--- src/rtl/oc_pkg.sv ---
package oc_pkg;

  typedef enum logic [2:0] {
    OC_OFF   = 3'b000,
    OC_SET   = 3'b001,
    OC_CLR   = 3'b010,
    OC_TGL   = 3'b011,
    OC_ONE   = 3'b100,
    OC_TRAIN = 3'b101,
    OC_RSV6  = 3'b110,
    OC_RSV7  = 3'b111
  } oc_mode_e;

  // Pin level applied on entry to a mode
  function automatic logic oc_entry_level(input oc_mode_e m);
    return (m == OC_CLR);
  endfunction

  // Modes that use both compare values
  function automatic logic oc_is_dual(input oc_mode_e m);
    return (m == OC_ONE) || (m == OC_TRAIN);
  endfunction

endpackage

--- src/rtl/oc_match.sv ---
module oc_match #(
  parameter int W     = 16,
  parameter int NTMR  = 2,
  localparam int SW   = (NTMR > 1) ? $clog2(NTMR) : 1
) (
  input  logic [NTMR*W-1:0] tmr_flat,
  input  logic [SW-1:0]     sel,
  input  logic [W-1:0]      cmp_pri,
  input  logic [W-1:0]      cmp_sec,
  output logic              hit_pri,
  output logic              hit_sec
);

  logic [W-1:0] tmr_arr [NTMR];
  logic [W-1:0] tmr_cur;

  genvar gi;
  generate
    for (gi = 0; gi < NTMR; gi++) begin : g_unpack
      assign tmr_arr[gi] = tmr_flat[gi*W +: W];
    end
  endgenerate

  always_comb begin
    tmr_cur = tmr_arr[0];
    for (int i = 0; i < NTMR; i++) begin
      if (sel == SW'(i)) tmr_cur = tmr_arr[i];
    end
  end

  assign hit_pri = (tmr_cur == cmp_pri);
  assign hit_sec = (tmr_cur == cmp_sec);

endmodule

--- src/rtl/oc_pin_fsm.sv ---
module oc_pin_fsm
  import oc_pkg::*;
(
  input  logic       clk,
  input  logic       rst_n,
  input  logic [2:0] mode,
  input  logic       hit_pri,
  input  logic       hit_sec,
  output logic       pin,
  output logic       evt,
  output logic       mode_chg
);

  oc_mode_e mode_q;
  oc_mode_e mode_cur;
  logic     pin_q, pin_n;
  logic     done_q, done_n;

  assign mode_cur = oc_mode_e'(mode);
  assign mode_chg = (mode_cur != mode_q);

  always_comb begin
    pin_n  = pin_q;
    done_n = done_q;
    evt    = 1'b0;
    if (mode_chg) begin
      pin_n  = oc_entry_level(mode_cur);
      done_n = 1'b0;
    end else begin
      unique case (mode_cur)
        OC_SET: begin
          if (hit_pri && !pin_q) begin
            pin_n = 1'b1;
            evt   = 1'b1;
          end
        end
        OC_CLR: begin
          if (hit_pri && pin_q) begin
            pin_n = 1'b0;
            evt   = 1'b1;
          end
        end
        OC_TGL: begin
          if (hit_pri) begin
            pin_n = !pin_q;
            evt   = 1'b1;
          end
        end
        OC_ONE, OC_TRAIN: begin
          if (!done_q) begin
            if (!pin_q && hit_pri) begin
              pin_n = 1'b1;
            end else if (pin_q && hit_sec) begin
              pin_n  = 1'b0;
              evt    = 1'b1;
              done_n = (mode_cur == OC_ONE);
            end
          end
        end
        default: begin
          pin_n  = 1'b0;
          done_n = 1'b0;
        end
      endcase
    end
  end

  always_ff @(posedge clk or negedge rst_n) begin
    if (!rst_n) begin
      mode_q <= OC_OFF;
      pin_q  <= 1'b0;
      done_q <= 1'b0;
    end else begin
      mode_q <= mode_cur;
      pin_q  <= pin_n;
      done_q <= done_n;
    end
  end

  assign pin = pin_q;

endmodule

--- src/rtl/oc_irq.sv ---
module oc_irq #(
  parameter int DLY = 2
) (
  input  logic clk,
  input  logic rst_n,
  input  logic evt,
  input  logic flush,
  input  logic flag_clr,
  output logic irq_set,
  output logic irq_flag
);

  logic [DLY-1:0] pipe_q;
  logic           flag_q;

  genvar gi;
  generate
    for (gi = 0; gi < DLY; gi++) begin : g_stage
      if (gi == 0) begin : g_head
        always_ff @(posedge clk or negedge rst_n) begin
          if (!rst_n)     pipe_q[0] <= 1'b0;
          else if (flush) pipe_q[0] <= 1'b0;
          else            pipe_q[0] <= evt;
        end
      end else begin : g_tail
        always_ff @(posedge clk or negedge rst_n) begin
          if (!rst_n)     pipe_q[gi] <= 1'b0;
          else if (flush) pipe_q[gi] <= 1'b0;
          else            pipe_q[gi] <= pipe_q[gi-1];
        end
      end
    end
  endgenerate

  assign irq_set = pipe_q[DLY-1];

  always_ff @(posedge clk or negedge rst_n) begin
    if (!rst_n)        flag_q <= 1'b0;
    else if (irq_set)  flag_q <= 1'b1;
    else if (flag_clr) flag_q <= 1'b0;
  end

  assign irq_flag = flag_q;

endmodule

--- src/rtl/oc_channel.sv ---
module oc_channel #(
  parameter int W       = 16,
  parameter int IRQ_DLY = 2
) (
  input  logic         clk,
  input  logic         rst_n,
  input  logic [W-1:0] tmr_a,
  input  logic [W-1:0] tmr_b,
  input  logic         tmr_sel,
  input  logic [2:0]   mode,
  input  logic [W-1:0] cmp_pri,
  input  logic [W-1:0] cmp_sec,
  input  logic         flag_clr,
  output logic         pin,
  output logic         irq_flag
);

  localparam int NTMR = 2;

  logic hit_pri, hit_sec;
  logic evt, mode_chg, irq_set;

  oc_match #(.W(W), .NTMR(NTMR)) u_match (
    .tmr_flat (({tmr_b, tmr_a})),
    .sel      (tmr_sel),
    .cmp_pri  (cmp_pri),
    .cmp_sec  (cmp_sec),
    .hit_pri  (hit_pri),
    .hit_sec  (hit_sec)
  );

  oc_pin_fsm u_fsm (
    .clk      (clk),
    .rst_n    (rst_n),
    .mode     (mode),
    .hit_pri  (hit_pri),
    .hit_sec  (hit_sec),
    .pin      (pin),
    .evt      (evt),
    .mode_chg (mode_chg)
  );

  oc_irq #(.DLY(IRQ_DLY)) u_irq (
    .clk      (clk),
    .rst_n    (rst_n),
    .evt      (evt),
    .flush    (mode_chg),
    .flag_clr (flag_clr),
    .irq_set  (irq_set),
    .irq_flag (irq_flag)
  );

endmodule

--- config.mk ---
export PLATFORM = sky130hd
export DESIGN_NAME = oc_channel
export DESIGN_NICKNAME = d
export VERILOG_FILES = /design/src/rtl/oc_pkg.sv /design/src/rtl/oc_match.sv /design/src/rtl/oc_pin_fsm.sv /design/src/rtl/oc_irq.sv /design/src/rtl/oc_channel.sv
export SDC_FILE = /design/constraint.sdc
export NUM_CORES = 1
export LEC_CHECK = 0
export ABC_AREA = 1
export BUFFER_PORTS_ARGS = -buffer_cell sky130_fd_sc_hd__buf_2
export CAP_MARGIN = 40
export CORE_ASPECT_RATIO = 1.1
export CORE_MARGIN = 5
export CORE_UTILIZATION = 27
export DETAILED_ROUTE_END_ITERATION = 10
export GPL_TIMING_DRIVEN = 0
export PLACE_DENSITY = 0.59
export SLEW_MARGIN = 30
export SYNTH_ARGS = -nofsm -noshare
export SYNTH_HDL_FRONTEND = slang
export SYNTH_HIERARCHICAL = 1
export SYNTH_SLANG_ARGS = --single-unit
--- constraint.sdc ---
create_clock -name clk -period 1.16 [get_ports clk]
set_clock_uncertainty 0.2 [all_clocks]
set_input_delay 0.174 -clock clk [delete_from_list [all_inputs] [get_ports clk]]
set_output_delay 0.174 -clock clk [all_outputs]
set_load 0.005 [all_outputs]
* Word-level counts from Yosys, hierarchy flattened
Index checks and enable logic that the tools add are counted.
** Cells by class
- Reductions and logical operators :: 8
- Mux-type cells :: 25
- Eq/ne operators :: 14
** Operators with widths (number)
- $eq 16x16->1 :: 2
- $mux 1 :: 21
- $mux 16 :: 1
- $pmux 1 s4 :: 2
- $eq 3x2->1 const B :: 2
- $eq 3x3->1 const B :: 2
- $ne 3x2->1 const B :: 2
- $ne 3x3->1 const B :: 2
- $reduce_and 5->1 :: 1
- $ne 4x2->1 const B :: 1
- $eq 3x1->1 const B :: 1
- $logic_and 1x1->1 :: 3
- $ne 3x3->1 :: 1
- $reduce_or 3->1 :: 1
- $ne 2x1->1 const B :: 1
- $pmux 1 s2 :: 1
- $reduce_bool 2->1 :: 1
- $reduce_or 2->1 :: 1
- $logic_not 1->1 :: 1
** Word-level totals
- Flip-flop bits (word level) :: 8
- Word-level logic and storage cells :: 53
- Output and inout bits :: 2

* Depth between registers and ports, before layout
Gate-level depths: netlist (run 1).
- Word-level depth :: 8
- Mapped depth :: 18

* Cells and area by module
The synthesis (run 1) kept the hierarchy.
** By module, submodules not included
- oc_match :: seq. area each 0.0 um^2, instances 1, area an instance 993.5 um^2, cells each 212
- oc_pin_fsm :: seq. area each 125.1 um^2, instances 1, area an instance 385.4 um^2, cells each 56
- oc_irq :: seq. area each 75.1 um^2, instances 1, area an instance 105.1 um^2, cells each 11

* Worst setup path after synthesis (run 1)
OpenSTA, ideal clock, no wires.
- Path kind :: input to register
- Start point :: input tmr_sel
- End point :: register u_fsm.pin_q (netlist: u_fsm/pin)
- Buffers on the path :: 1
- Required time :: 894 ps
- Setup slack :: -640 ps
- Stages on the path :: 14
- Arrival time :: 1534 ps
- Cells stage by stage :: buf_6 > or2_2 > nand3b_1 > nand3_1 > nor2_1 > nand2_1 > nor2_1 > inv_1 > nor2_1 > nand2_1 > and2_1 > nor2_1 > nand2_1 > nand3_2
** Between the ends
- Word-level cells in the longest chain between the ends :: 7
- Elaborated cells between the ends (all ways) :: 15
** RTL lines
- start: declaration :: RTL line oc_channel.sv:9 : input logic tmr_sel,
- $mux 16 (*) :: RTL line oc_match.sv:27 : if (sel == SW'(i)) tmr_cur = tmr_arr[i];
- $eq 16x16->1 (*) :: RTL line oc_match.sv:31 : assign hit_pri = (tmr_cur == cmp_pri);
- via hit_pri :: RTL line oc_channel.sv:20 : logic hit_pri, hit_sec;
- $logic_and 1x1->1 :: RTL line oc_pin_fsm.sv:32, oc_pin_fsm.sv:51
- $mux 1 :: RTL line oc_pin_fsm.sv:51 : if (!pin_q && hit_pri) begin
- $mux 1 :: RTL line oc_pin_fsm.sv:50 : if (!done_q) begin
- $pmux 1 s4 :: RTL line oc_pin_fsm.sv:30 : unique case (mode_cur)
- $mux 1 :: RTL line oc_pin_fsm.sv:26 : if (mode_chg) begin
- end signal: assignment :: RTL line oc_pin_fsm.sv:75 : pin_q <= pin_n;
- end: declaration :: RTL line oc_pin_fsm.sv:16 : logic pin_q, pin_n;
The timed path passes the listed nets; every way through them passes the cells marked *. The select of a mux whose other input is x is not followed.
A chain may end at the register's enable or synchronous reset.

* Worst setup path after layout (run 1)
Same ends and word-level chain as after synthesis.

==> flow_summary.yaml, run 1 <==
place:
  finalWeightedCongestion: 0.823
  post-place-ws_ps: -830
  io_buffers: 71
  dp.cells: 425
  hpwl_um: 3760
cts:
  cts_buffers: 3
  clock-sinks: 8
  clk_pin_slew_ps: 40
  clkLatencyLatePin_ps: 230
  cts_root_buf: "clkbuf_8"
  clock_path_buffers: 2
  htreeDepth: 1
  cts_tree: "built"
sta:
  worst_slack_ps: -516
  fmax_ghz: 0.597
  max-slew-margin-rel: 0.818
  tightest_slew_ps: 272
  drv_slew: 0
  final.period_utilization: 1.44
  min_period_ps: 1680
  grt_setup_unrepaired: "true"
  setup_violations: 5
  hold_viol: 0
finish:
  drive_gt1_frac: 0.359
  syn_to_final_growth_pct: 53.4
  num_antenna_cells: 0
  fin_cells: 443
  final_nets: 441
critical_path:
  slowest_stage: "buf_4"
  cp-start-kind: "primary input"
  worst_setup_path_end_kind: "flop"
  cp_max_fo: 7
  crit_chain: "buf_12 -> buf_4 -> nand2_1 -> nand3b_1 -> nand2_1 -> nand2_1 -> nor2_1 -> nand2_1 -> nor2_2 -> inv_1 -> nor2_2 -> nand2_1 -> and2_1 -> nor2_1 -> nand2_1 -> nand3_2"
  critical_path_class: "in2reg"
  max_stage_delay_ps: 140
  required_ps: 1130
  arrival_ps: 1640
  path_common_cell: "nand2_1"
  worst-path-buf-inv: 3
  cp_top_family: "simple AND/OR/NAND/NOR gates"
  reg2reg_slack_ps: -190
drt:
  wirelength_um: 4540
  first_iter_violations: 60
  vias_per_cell: 4.33
  dr.pass1.iters: 4
  route.detailed.drc: 0
  wl_per_cell_um: 10.3
  vias: 1920
  ant_nets: 0
synth:
  synth_top_area_share: 0.334
  synth-edff-count: 0
  synth-seq-cells: 8
  synth.most_common_cell: "nand2_1"
  synth-seq-area-share: 0.135
  synth_cell_types: 24
  synth_cells: 279
  synth.avg_cell_area_um2: 5.32
  ys.flop_type: "dfrtp_1"
  synthesis.nets: 350
  synth_area_leaders: "nand2_1 (33%), nand3b_1 (14%), dfrtp_1 (13%), nand3_1 (9.4%), inv_1 (9.1%)"
  synthArstFlopShare: 1.00
  ys_top_cells_by_count: "nand2_1 (132), inv_1 (36), nand3_1 (28), nand3b_1 (28), nor2_1 (15)"
  ys_warn_count: 6
  syn-cell-area_um2: 1480
  synth_top_cell_by_area: "nand2_1"
pwr:
  power_density_nw_per_um2: 561
  p_leak_uw: 0.00129
  p_total_uw: 1280
  switching_share: 0.354
  internal-power_uw: 825
  p_sw_uw: 451
  peakVddDrop_v: 0.000199
  comb_power_share: 0.504
  power_frac_seq: 0.232
  clkPwrFrac: 0.264
global_route:
  grt_max_degree: 11
  overflow: 0
  grt_usage: 0.129
  grt_pass1_wl_um: 7430
  grt_antenna_before_repair: 0
  first_global_vias: 1782
min_path:
  hold_path_class: "in2async"
floorplanning:
  pin_count: 73
  coreArea_um2: 5360
  dieWidth_um: 80.7
  rows: 28
  dieArea_um2: 7080
  die_h_um: 87.8
  start_util: 0.277
flow_run:
  drv_cap: 0
run_status:
  outcome: "complete, but fails checks"
  violations: "negative setup slack"
path summary, 6_finish.rpt:
kind / cells past startpoint / end / from
max in group asynchronous: 2 / u_irq/irq_flag / rst_n
setup reg to reg: 6 / u_fsm/pin / u_fsm/pin
hold / removal: 2 / u_fsm/mode_q[2] / rst_n
hold reg to reg: 2 / u_irq/irq_flag / u_irq/irq_set
min in group clk: 4 / u_fsm/pin / mode[0]
setup / recovery: 16 / u_fsm/pin / tmr_sel
registers in the layout, summed over array words and instances (netlist names):
name,flops
u_fsm/mode_q,3
u_fsm/done_q,1
u_fsm/pin,1
u_irq/pipe_q,1
u_irq/irq_set,1
u_irq/irq_flag,1
layout make-up:
class	count	area [µm²]
Clock buffer	3	41.3
Timing Repair Buffer	86	526
Buffer	5	81.3
Tap cell	75	93.8
Multi-Input combinational cell	227	1170
Inverter	39	163
Fill cell	594	3080
Sequential cell	8	200
through the flow:
| step | util | TNS, ps | hold slack (ps) | area [µm²] |
|---|---|---|---|---|
| after floorplan | - | -1470 | -322 | 1510 |
| after global placement | 0.365 | -2170 | -174 | 1960 |
| after detailed placement | 0.365 | -2170 | -171 | 1960 |
| after CTS | 0.402 | -1380 | 125 | 2160 |
| after global routing | 0.425 | -2170 | 141 | 2280 |
| final | 0.425 | -1500 | 132 | 2280 |
metal layers:
metal / global-route usage / vias up / wire length (µm)
met3: 0.0134 / 4 / 204
met4: 0.0230 / 0 / 23
li1: - / 1049 / -
met5: 0 / - / 0
met1: 0.159 / 819 / 2000
met2: 0.241 / 48 / 2310
logic make-up after synthesis:
group	Yosys count	synth area share
compound gates	5	0.0169
xor+xnor	1	0.00590
buf+inv	44	0.142
flops	8	0.135
simple gates	221	0.701
what timing repair did:
action                                 CTS  global route
pin swaps                               14            19
cloned                                   1             1
hold buffers                             5             0
setup buffers                            5             3
setup endpoints to repair                5             5
gates resized for setup                 13            23
endpoints found under the hold margin   12             0
placed cells by master, fill, tap and decap left out, types with 3 or more instances in the layout:
master	count
inv_1	36
buf_2	71
buf_8	3
nor2_1	10
nand2_4	4
nand3_1	28
a21oi_1	3
buf_4	7
nand2_2	24
nand2_1	112
nand3b_1	28
clkbuf_8	3
dlygate4sd3_1	5
nor2_2	5
dfrtp_1	8
power by group through the flow:
| stage | clock [µW] | sequential, µW | combinational (µW) |
|---|---|---|---|
| after global placement | 0 | 298 | 542 |
| after global routing | 356 | 297 | 730 |
| after CTS | 344 | 295 | 604 |
| after floorplan | 0 | 297 | 340 |
| final | 337 | 296 | 643 |
| after detailed placement | 0 | 299 | 550 |
worst register-to-register path, cell delays in order, from the launching register on:
cell and delay [ps]:
dfrtp_1 460, inv_1 130, nand2_1 60, a21oi_1 180
a21oi_1 60, nand2_1 80, nand3_2 60
Note: power is estimated with default switching activity, not from simulation.
==> run 2, diff against run 1 <==
--- a/config.mk
+++ b/config.mk
@@ -8,12 +8,12 @@
 export ABC_AREA = 1
 export BUFFER_PORTS_ARGS = -buffer_cell sky130_fd_sc_hd__buf_2
 export CAP_MARGIN = 40
-export CORE_ASPECT_RATIO = 1.1
 export CORE_MARGIN = 5
 export CORE_UTILIZATION = 27
 export DETAILED_ROUTE_END_ITERATION = 10
 export GPL_TIMING_DRIVEN = 0
 export PLACE_DENSITY = 0.59
+export REMOVE_ABC_BUFFERS = 1
 export SLEW_MARGIN = 30
 export SYNTH_ARGS = -nofsm -noshare
 export SYNTH_HDL_FRONTEND = slang
==> run 2 against run 1 <==
Net effect: the flow still finishes with violations (negative setup slack); utilization decreased by 1.8 points; via count is 0.63% lower; cell count down 2.5%; first-iteration DRC count up 22%; design area is 2.9% lower; wire length is 3.8% higher; flip-flop and latch count unchanged; count of clock-buffer cells in the layout unchanged.
==> flow_summary.yaml, run 2 (synthesis gave the netlist of run 1 again) <==
place:
  hpwl_um: 3560
  finalWeightedCongestion: 0.829
  io_buffers: 72
  dp.cells: 418
critical_path:
  crit_chain: "buf_16 -> clkinv_16 -> nand2_8 -> nand3b_1 -> nand2_1 -> nand2_1 -> nor2_1 -> nand2_1 -> nor2_2 -> inv_1 -> nor2_2 -> nand2_1 -> and2_1 -> nor2_1 -> nand2_1 -> nand3_2"
  rr_startpoint: "u_fsm/pin"
  reg2reg_to: "u_irq/pipe_q[0]"
  path_common_cell: "nand2_1"
  arrival_ps: 1600
  cp-start-kind: "primary input"
  required_ps: 1120
  slowest_stage: "and2_1"
  max_stage_delay_ps: 150
  cp_max_fo: 8
  worst_setup_path_end_kind: "flop"
  reg2reg_slack_ps: -270
  critPathLaunch: "tmr_sel"
  critical_path_class: "in2reg"
  reg2regPathDepth: 5
sta:
  setup_violations: 4
  tightest_slew_ps: 266
  drv_slew: 0
  hold_viol: 0
  max-slew-margin-rel: 0.823
  grt_setup_unrepaired: "true"
  final.period_utilization: 1.41
  fmax_ghz: 0.609
  tns_ps: -1400
  worst_slack_ps: -481
  min_period_ps: 1640
global_route:
  grt_antenna_before_repair: 0
  overflow: 0
  grt_pass1_wl_um: 8220
  first_global_vias: 1907
  grt_max_degree: 15
  grt_usage: 0.138
run_status:
  outcome: "complete, but fails checks"
  violations: "negative setup slack"
floorplanning:
  dieArea_um2: 7080
  rows: 27
  pin_count: 73
  die_h_um: 84.1
  dieWidth_um: 84.1
  start_util: 0.273
  coreArea_um2: 5440
pwr:
  p_leak_uw: 0.00125
  power_density_nw_per_um2: 562
  clkPwrFrac: 0.263
  internal-power_uw: 801
  power_frac_seq: 0.238
  p_sw_uw: 442
  p_total_uw: 1240
  comb_power_share: 0.499
  peakVddDrop_v: 0.000311
  switching_share: 0.356
cts:
  cts_tree: "built"
  cts_buffers: 3
  htreeDepth: 1
  cts_root_buf: "clkbuf_8"
  clk_pin_slew_ps: 40
  clkLatencyLatePin_ps: 230
  clock-sinks: 8
  clock_path_buffers: 2
drt:
  wirelength_um: 4720
  vias_per_cell: 4.42
  dr.pass1.iters: 5
  wl_per_cell_um: 10.9
  vias: 1908
  first_iter_violations: 73
  route.detailed.drc: 0
  ant_nets: 0
finish:
  drive_gt1_frac: 0.336
  largest_reg_flops: 3
  fin_cells: 432
  fin_util: 0.406
  mostFrequentLayoutCells: "nand2_1 (117), buf_2 (71), inv_1 (36), nand3b_1 (28), nand3_1 (27)"
  syn_to_final_growth_pct: 48.9
  regMostFlops: "u_fsm/mode_q"
  final_nets: 433
  num_antenna_cells: 0
  final_common_cell: "nand2_1"
min_path:
  hold_path_class: "in2async"
flow_run:
  drv_cap: 0
==> run 2: critical path, delay by kind of cell <==
family                 cells  cell delay [ps]
and+or+nand+nor           13             1130
buffers and inverters      3              280
==> run 2: metal layers <==
layer  up-vias  global-route usage  share of wire
met5         -                   0              0
met1       821               0.172           0.44
met2        48               0.255           0.51
met4         0              0.0161         0.0072
li1       1037                   -              -
met3         2              0.0216          0.048
==> run 2: power groups by stage <==
stage / Clock, µW / Combinational [µW] / Sequential, µW
after global routing: 359 / 712 / 297
after CTS: 335 / 600 / 296
after floorplan: 0 / 302 / 297
after global placement: 0 / 508 / 299
final: 327 / 620 / 296
after detailed placement: 0 / 517 / 299
==> run 2: what timing repair did <==
| item | in CTS | in global routing |
|---|---|---|
| endpoints found under the hold margin | 12 | 0 |
| hold buffers | 5 | 0 |
| setup endpoints to repair | 5 | 5 |
| cloned | 4 | 0 |
| setup buffers | 1 | 1 |
| pin swaps | 21 | 12 |
| resized for setup | 29 | 15 |
==> run 2: cell type report <==
class / count / area (µm²)
clock buffers: 3 / 41.3
repair inverters: 2 / 27.5
multi-input cells: 227 / 1170
fillers: 578 / 3230
inverters: 39 / 173
well taps: 72 / 90.1
repair buffers: 81 / 503
flip-flops and latches: 8 / 200
==> run 2: worst max path at each step <==
stage	end	depth (start not counted)
final	u_fsm/pin	16
after global routing	u_fsm/pin	17
after CTS	u_fsm/pin	17
after detailed placement	u_fsm/pin	16
after global placement	u_fsm/pin	16
after floorplan	u_fsm/pin	13
==> run 2: stage by stage <==
stage	area (µm²)	hold WS [ps]	worst slack, ps
2_1_floorplan	1430	-322	-505
3_3_place_gp	1880	-178	-1250
3_5_place_dp	1880	-174	-1260
4_1_cts	2140	120	-495
5_1_grt	2210	185	-604
6_report	2210	156	-481
==> run 3, diff against run 2 <==
--- a/config.mk
+++ b/config.mk
@@ -8,7 +8,6 @@
 export ABC_AREA = 1
 export BUFFER_PORTS_ARGS = -buffer_cell sky130_fd_sc_hd__buf_2
 export CAP_MARGIN = 40
-export CORE_MARGIN = 5
 export CORE_UTILIZATION = 27
 export DETAILED_ROUTE_END_ITERATION = 10
 export GPL_TIMING_DRIVEN = 0
==> run 3 against run 2 <==
Net effect: the flow still finishes with violations (negative setup slack); design area is 1.9% higher; highest routed layer is now met3; non-clock buffer count is 2 higher; critical path depth stayed put; utilization is 2.6 points higher; largest cell class unchanged; sequential power hardly changed; largest power group unchanged.
==> flow_summary.yaml, run 3 (synthesis gave the netlist of run 1 again) <==
critical_path:
  required_ps: 1120
  cp_top_family: "simple AND/OR/NAND/NOR gates"
  slowest_stage: "and2_1"
  rr_startpoint: "u_fsm/pin"
  crit_chain: "buf_16 -> clkinv_16 -> nand2_4 -> nand3b_1 -> nand2_1 -> nand2_1 -> nor2_1 -> nand2_1 -> nor2_2 -> inv_1 -> nor2_2 -> nand2_1 -> and2_1 -> nor2_1 -> nand2_1 -> nand3_2"
  reg2reg_slack_ps: -190
  critical_path_class: "in2reg"
  reg2reg_to: "u_irq/pipe_q[0]"
  path_common_cell: "nand2_1"
  reg2regPathDepth: 5
  arrival_ps: 1560
  cp-start-kind: "primary input"
  max_stage_delay_ps: 150
  worst_setup_path_end_kind: "flop"
  worst-path-buf-inv: 3
  cp_max_fo: 8
finish:
  num_antenna_cells: 0
  mostFrequentLayoutCells: "nand2_1 (112), buf_2 (71), inv_1 (36), nand3b_1 (28), nand3_1 (27)"
  syn_to_final_growth_pct: 51.8
  regMostFlops: "u_fsm/mode_q"
  nFillCells: 589
  drive_gt1_frac: 0.351
  final_common_cell: "nand2_1"
  largest_reg_flops: 3
  final_nets: 435
pwr:
  power_density_nw_per_um2: 560
  peakVddDrop_v: 0.000263
  p_leak_uw: 0.00127
sta:
  grt_setup_unrepaired: "true"
  drv_slew: 0
  holdWs_ps: 116
  fmax_ghz: 0.627
  setup_violations: 5
  min_period_ps: 1600
  final.period_utilization: 1.38
  worst_slack_ps: -436
  hold_viol: 0
  tightest_slew_ps: 262
  max-slew-margin-rel: 0.825
cts:
  cts_tree: "built"
  clkLatencyLatePin_ps: 230
  htreeDepth: 1
  clock_path_buffers: 2
  cts_root_buf: "clkbuf_8"
  cts_buffers: 3
  clk_pin_slew_ps: 50
  clock-sinks: 8
global_route:
  overflow: 0
  grt_antenna_before_repair: 0
  grt_max_degree: 15
  first_global_vias: 1762
  grt_pass1_wl_um: 7240
  grt_usage: 0.148
run_status:
  violations: "negative setup slack"
  outcome: "complete, but fails checks"
floorplanning:
  coreArea_um2: 5200
  pin_count: 73
  dieArea_um2: 5800
  dieWidth_um: 76.1
  rows: 26
  start_util: 0.285
  die_h_um: 76.1
drt:
  vias_per_cell: 4.39
  wl_per_cell_um: 9.85
  dr.pass1.iters: 4
  first_iter_violations: 43
  vias: 1897
  route.detailed.drc: 0
  ant_nets: 0
  wirelength_um: 4250
place:
  io_buffers: 72
  post-place-ws_ps: -1260
  hpwl_um: 3170
  finalWeightedCongestion: 0.825
flow_run:
  drv_cap: 0
min_path:
  hold_path_class: "in2async"
-- run 3: changes by cell type in the layout (fill, tap and decap cells not counted) --
cell / change
nor2_1: +1
nand2_2: +1
nand2_4: +4
nor2_2: -1
nand2_1: -5
buf_4: +2
clkinv_8: +1
inv_12: -1
-- run 3: cell type report --
class / count / area (µm²) / share of cell area
multi-input combinational: 227 / 1200 / 0.535
timing repair buffer: 83 / 518 / 0.230
sequential: 8 / 200 / 0.0889
inverter: 39 / 173 / 0.0767
tap: 70 / 87.6 / 0.0389
clock buffer: 3 / 41.3 / 0.0183
timing repair inverter: 2 / 27.5 / 0.0122
-- run 3: metrics by stage --
step                      TNS [ps]  cell area (µm²)  cells  power, µW   util
after floorplan              -1180             1430    274        600      -
after global routing         -1900             2250    432       1380  0.433
after CTS                    -1190             2160    429       1240  0.415
after detailed placement     -3360             1880    416        813  0.360
final                        -1260             2250    432       1260  0.433
after global placement       -3290             1880    416        804  0.360
-- run 3: repair_timing --
action                                  in CTS  in global routing
gates cloned                                 4                  0
endpoints found under the setup margin       5                  5
gates resized for setup                     33                 19
hold buffers                                 5                  0
endpoints found under the hold margin       12                  0
pin swaps                                   21                 17
buffers inserted                             1                  3
-- run 3: how the worst max path moves through the flow --
stage | startpoint | cells after the start | to | slack [ps]
final | tmr_sel | 16 | u_fsm/pin | -440
after global routing | tmr_sel | 17 | u_fsm/pin | -640
after CTS | tmr_sel | 17 | u_fsm/pin | -450
after detailed placement | tmr_sel | 16 | u_fsm/pin | -1260
after global placement | tmr_sel | 16 | u_fsm/pin | -1210
after floorplan | tmr_sel | 13 | u_fsm/pin | -510
-- run 3: power breakdown --
part	total (µW)	internal (µW)	switching [µW]
clock network	336	225	111
registers	295	287	8.02
logic	631	297	334
total	1260	810	452
-- run 3: worst reg2reg max path, cell delays in order (launching register included) --
cell	delay, ps
dfrtp_1	460
o21ai_0	250
nand3_2	80
a21oi_1	160
inv_1	50
nor2_1	90
-- run 3: routing by layer --
metal | routed length (µm) | global-route usage
met3 | 214 | 0.0180
met2 | 2070 | 0.271
met4 | 0 | 0.0115
met5 | 0 | 0
met1 | 1970 | 0.193
